### config.mk
export PLATFORM = sky130hd
export DESIGN_NAME = por_strap_ctrl
export DESIGN_NICKNAME = d
export VERILOG_FILES = /design/src/rtl/por_strap_pkg.sv /design/src/rtl/por_window_timer.sv /design/src/rtl/por_strap_capture.sv /design/src/rtl/por_comp_clk_gen.sv /design/src/rtl/por_strap_ctrl.sv
export SDC_FILE = /design/constraint.sdc
export NUM_CORES = 1
export LEC_CHECK = 0
export BUFFER_PORTS_ARGS = -buffer_cell sky130_fd_sc_hd__buf_2
export CORE_ASPECT_RATIO = 0.8
export CORE_MARGIN = 1
export CORE_UTILIZATION = 39
export DETAILED_ROUTE_END_ITERATION = 10
export PLACE_DENSITY = 0.55
export SLEW_MARGIN = 40
export SYNTH_ARGS = -nofsm -noshare
export SYNTH_HDL_FRONTEND = slang
export SYNTH_SLANG_ARGS = --single-unit
export TNS_END_PERCENT = 5
### constraint.sdc
create_clock -name clk -period 1.94 [get_ports clk]
set_input_delay 0.388 -clock clk [delete_from_list [all_inputs] [get_ports clk]]
set_output_delay 0.388 -clock clk [all_outputs]
set_load 0.01 [all_outputs]
### src/rtl/por_strap_pkg.sv
package por_strap_pkg;
   typedef enum logic {
      PH_WINDOW = 1'b0,
      PH_RUN    = 1'b1
   } phase_e;
endpackage

### src/rtl/por_window_timer.sv
module por_window_timer
   import por_strap_pkg::*;
#(
   parameter int WINDOW_CYCLES = 100000
) (
   input  logic clk,
   input  logic supply_good,
   output logic capture_stb,
   output logic window_done
);
   localparam int CW = $clog2(WINDOW_CYCLES);
   localparam logic [CW-1:0] LAST = CW'(WINDOW_CYCLES - 1);

   phase_e          phase;
   logic [CW-1:0]   cnt;

   always_ff @(posedge clk or negedge supply_good) begin
      if (!supply_good) begin
         phase <= PH_WINDOW;
         cnt   <= '0;
      end else if (phase == PH_WINDOW) begin
         if (cnt == LAST) phase <= PH_RUN;
         else             cnt   <= cnt + 1'b1;
      end
   end

   assign capture_stb = (phase == PH_WINDOW) && (cnt == LAST);
   assign window_done = (phase == PH_RUN);

   AST_CNT_BOUND: assert property (@(posedge clk) disable iff (!supply_good)
      cnt <= LAST);
   AST_DONE_STICKY: assert property (@(posedge clk) disable iff (!supply_good)
      window_done |=> window_done);
endmodule

### src/rtl/por_strap_capture.sv
module por_strap_capture #(
   parameter int NUM_PADS = 2
) (
   input  logic                clk,
   input  logic                supply_good,
   input  logic                capture_stb,
   input  logic [NUM_PADS-1:0] pad_in,
   output logic [NUM_PADS-1:0] strap
);
   for (genvar i = 0; i < NUM_PADS; i++) begin : g_bit
      always_ff @(posedge clk or negedge supply_good) begin
         if (!supply_good)     strap[i] <= 1'b0;
         else if (capture_stb) strap[i] <= pad_in[i];
      end
   end

   AST_STRAP_HOLD: assert property (@(posedge clk) disable iff (!supply_good)
      !capture_stb |=> $stable(strap));
endmodule

### src/rtl/por_comp_clk_gen.sv
module por_comp_clk_gen #(
   parameter int FAST_HALF = 1
) (
   input  logic clk,
   input  logic rst_n,
   input  logic enable,
   input  logic slow_sel,
   output logic comp_clk
);
   localparam int SLOW_HALF = 2 * FAST_HALF;
   localparam int DW        = $clog2(SLOW_HALF + 1);

   logic [DW-1:0] dcnt;
   logic [DW-1:0] half;

   assign half = slow_sel ? DW'(SLOW_HALF) : DW'(FAST_HALF);

   always_ff @(posedge clk or negedge rst_n) begin
      if (!rst_n) begin
         dcnt     <= '0;
         comp_clk <= 1'b0;
      end else if (!enable) begin
         dcnt     <= '0;
         comp_clk <= 1'b0;
      end else if (dcnt == half - 1'b1) begin
         dcnt     <= '0;
         comp_clk <= ~comp_clk;
      end else begin
         dcnt     <= dcnt + 1'b1;
      end
   end

   AST_DCNT_BOUND: assert property (@(posedge clk) disable iff (!rst_n)
      dcnt < half);
endmodule

### src/rtl/por_strap_ctrl.sv
module por_strap_ctrl #(
   parameter int WINDOW_CYCLES = 100000,
   parameter int NUM_PADS      = 2,
   parameter int SEL_IDX       = 1,
   parameter int FAST_HALF     = 1
) (
   input  logic                clk,
   input  logic                rst_n,
   input  logic                supply_good,
   input  logic [NUM_PADS-1:0] pad_in,
   input  logic [NUM_PADS-1:0] ref_clk_in,
   output logic [NUM_PADS-1:0] pad_out,
   output logic [NUM_PADS-1:0] pad_oe,
   output logic [NUM_PADS-1:0] strap,
   output logic                strap_valid,
   output logic                comp_clk
);
   if (WINDOW_CYCLES < 2) begin : g_bad_window
      $error("WINDOW_CYCLES must be at least 2");
   end
   if (NUM_PADS < 1) begin : g_bad_pads
      $error("NUM_PADS must be at least 1");
   end
   if (SEL_IDX < 0 || SEL_IDX >= NUM_PADS) begin : g_bad_sel
      $error("SEL_IDX must index a pad");
   end
   if (FAST_HALF < 1) begin : g_bad_half
      $error("FAST_HALF must be at least 1");
   end

   logic capture_stb;
   logic done;
   logic div_rst_n;

   por_window_timer #(.WINDOW_CYCLES(WINDOW_CYCLES)) u_timer (
      .clk         (clk),
      .supply_good (supply_good),
      .capture_stb (capture_stb),
      .window_done (done)
   );

   por_strap_capture #(.NUM_PADS(NUM_PADS)) u_capture (
      .clk         (clk),
      .supply_good (supply_good),
      .capture_stb (capture_stb),
      .pad_in      (pad_in),
      .strap       (strap)
   );

   assign div_rst_n = rst_n & supply_good;

   por_comp_clk_gen #(.FAST_HALF(FAST_HALF)) u_comp (
      .clk      (clk),
      .rst_n    (div_rst_n),
      .enable   (done),
      .slow_sel (strap[SEL_IDX]),
      .comp_clk (comp_clk)
   );

   for (genvar i = 0; i < NUM_PADS; i++) begin : g_pad
      assign pad_oe[i]  = done;
      assign pad_out[i] = done & ref_clk_in[i];
   end

   assign strap_valid = done;

   AST_COMP_QUIET: assert property (@(posedge clk) disable iff (!supply_good || !rst_n)
      !strap_valid |-> !comp_clk);
endmodule

==> flow_summary_export.csv <==
group,metric,value,unit
run_status,status,"completed",
sta,max_freq,0.5902,GHz
sta,period_share,87.34,%
route,first_pass_iters,4,
clocking,cts_buffer_depth,2,
sta,clock_skew,0.002086,ns
clocking,post-cts-setup-buffers,0,
cells_and_area,mostFrequentLayoutCells,"23 x dfrtp_1, 14 x buf_2, 10 x xnor2_1, 9 x nand2_1, 7 x nor2_1",
placed_design,hpwl,1.530,mm
grt,overflow,0,
critical_path,reg2reg_to,"u_capture.strap[0]",
power,vdd_drop_max,505.7,uV
clocking,cts_resized,0,
critical_path,rr_startpoint,"u_timer.cnt[0]",
floorplan,die_w,62.64,um
critical_path,endpoint_kind,"flip-flop",
grt,grt_pass1_wl,3.415,mm
power,power_leakage,0.0005809,uW
critical_path,cp_max_fo,4,
logic_synthesis,ys_seq_area_share,50.16,%
logic_synthesis,synth_top_cell_area_share,50.16,%
grt,grt_usage,14.37,%
logic_synthesis,syn_area,0.001147,mm2
cells_and_area,n_antenna_cell,0,
critical_path,crit_path_start_kind,"flip-flop",
logic_synthesis,synth-main-ff-cell,"dfrtp_1",
route,wire_per_inst,13.10,um
sta,hold_viol_final,0,
grt,grt_pass1_vias,772,
logic_synthesis,syn-mean-instance-area,11.71,um2
placed_design,io_buffers,14,
floorplan,start_util,41.18,%
cells_and_area,layout_commonest_cell,"dfrtp_1",
sta,maxSlewViolCount,0,
sta,rsz0062_at_grt,"false",
route,drt_wl_total,1.978,mm
min_path,hold_path.class,"in -> async",
clocking,hold_buffers,0,
critical_path,worstSetupPathType,"reg -> reg",
logic_synthesis,synth_edf_count,0,
clocking,path_clk_slew,0.08,ns
floorplan,core_area,0.002786,mm2
route,drc,0,
logic_synthesis,post-synth-top-area-cell,"dfrtp_1",
grt,antenna_found_initial,0,
cells_and_area,area_delta_synth_final,12.32,%
sta,final.setup.tns,0,ns
logic_synthesis,async_reset_ff_share,100.0,%
logic_synthesis,ys_ff_latch,23,
clocking,clk_latency,0.26,ns
sta,slew_headroom,70.42,%
clocking,h-tree-depth,1,
sta,tightest_slew,0.4437,ns
critical_path,crit_start,"u_timer.cnt[0]",
route,met1_length,967,um
logic_synthesis,synth_area_leaders,"dfrtp_1 50%, xnor2_1 7.6%, xor2_1 4.6%",
clocking,cts_tree,"yes",
route,drt_iter0_drc,24,
floorplan,rows,17,
logic_synthesis,synth.distinct_cells,32,
critical_path,rr_worst_depth,5,
logic_synthesis,synth_cells,98,
route,viasPerCell,5.040,
route,antenna_left,0,
floorplan,dieArea,0.003164,mm2
placed_design,gp_congestion,0.8783,
route,met3_wirelength,82,um
critical_path,required,2.09,ns
critical_path,reg2reg_setup_slack,0.25,ns
sta,setup_viol,0,
sta,fin_crit,1.694,ns
logic_synthesis,syn_nets,106,
route,vias,761,
critical_path,critPathArrivalTime,1.84,ns
route,met2WireLength,917,um
floorplan,die_h,50.52,um
power,report.power.total,798.5,uW
cells_and_area,final_net_count,122,
route,top_layer_used,"met4",
clocking,cts_sinks,23,
cells_and_area,drive_above_1_share,26.55,%
floorplan,io-pin-count,15,
flow_run,drv_cap,0,
power,powerDensity,619.6,mW/mm2
critical_path,crit_end,"u_capture.strap[0]",
grt,grt_max_degree,22,
clocking,cts_made_buffers,3,
logic_synthesis,ys_warn_count,0,
clocking,ctsRootBufferMaster,"clkbuf_8",
[registers in the layout, indices dropped and copies added, names as in the netlist]
name	cells
u_timer.cnt	17
u_timer.window_done	1
u_comp.comp_clk	1
u_capture.strap	2
u_comp.dcnt	2
[cells by family (layout without fill, tap and decap cells)]
| family | count (synthesis) | count (layout) | synth area share, % |
|---|---|---|---|
| compound gates | 7 | 7 | 4.470 |
| xor+xnor | 16 | 16 | 12.21 |
| mux | 4 | 4 | 4.471 |
| flops | 23 | 23 | 50.16 |
| fa+ha+maj | 1 | 1 | 1.090 |
| simple gates | 43 | 43 | 25.30 |
| buf+inv | 4 | 19 | 2.290 |
[per-layer routing]
metal	up-vias	track usage, %
met3	4	4.773
met1	362	17.80
met5	-	0
li1	373	-
met4	0	3.876
met2	22	24.09
[per-stage QoR]
stage               hold WS (ns)  area (um2)  util (%)  std cells  setup WS (ns)
global route             0.02595        1289     46.25        151         0.1630
CTS                      0.02203        1289     46.25        151         0.2515
global placement          0.3037        1242     44.59        147         0.3345
finish                   0.02806        1289     46.25        151         0.2456
detailed placement        0.3082        1242     44.59        147         0.2688
floorplan                0.09241        1147         -         98         0.4037
[synthesized netlist by cell type (2+ instances only)]
master	number
dfrtp_1	23
xnor2_1	10
nand2_1	9
nor2_1	7
xor2_1	6
and2_1	5
nand4_1	4
and3_1	3
buf_4	3
o211ai_1	3
and4_1	2
mux2_4	2
nor3_1	2
[worst min path at each step]
stage | startpoint | endpoint | slack, ns
floorplan | supply_good | u_capture.strap[0] | 0.09
global placement | rst_n | u_comp.comp_clk | 0.30
detailed placement | rst_n | u_comp.comp_clk | 0.31
CTS | rst_n | u_comp.comp_clk | 0.02
global route | rst_n | u_comp.comp_clk | 0.03
finish | rst_n | u_comp.comp_clk | 0.03
[area by class of cell]
cell class              instances  area, um2
clock buffers                   3      41.29
well taps                      38      47.55
inverters                       1      3.754
fillers                       275       1498
multi-input cells              71      545.5
flip-flops and latches         23      575.6
repair buffers                 14      70.07
clock inverters                 1      5.005
[report_power, final]
part	switching, uW	internal, uW	total, uW
registers	1.76	481	483
clock network	149	143	292
logic	13.6	9.95	23.5
[critical path: stages, from the launching register on]
cell     delay (ns)
dfrtp_1        0.41
ha_1           0.24
and3_1         0.24
and4_1         0.27
nand3_2        0.12
mux2_4         0.32
No activity file was read; power rests on OpenSTA's default activity.
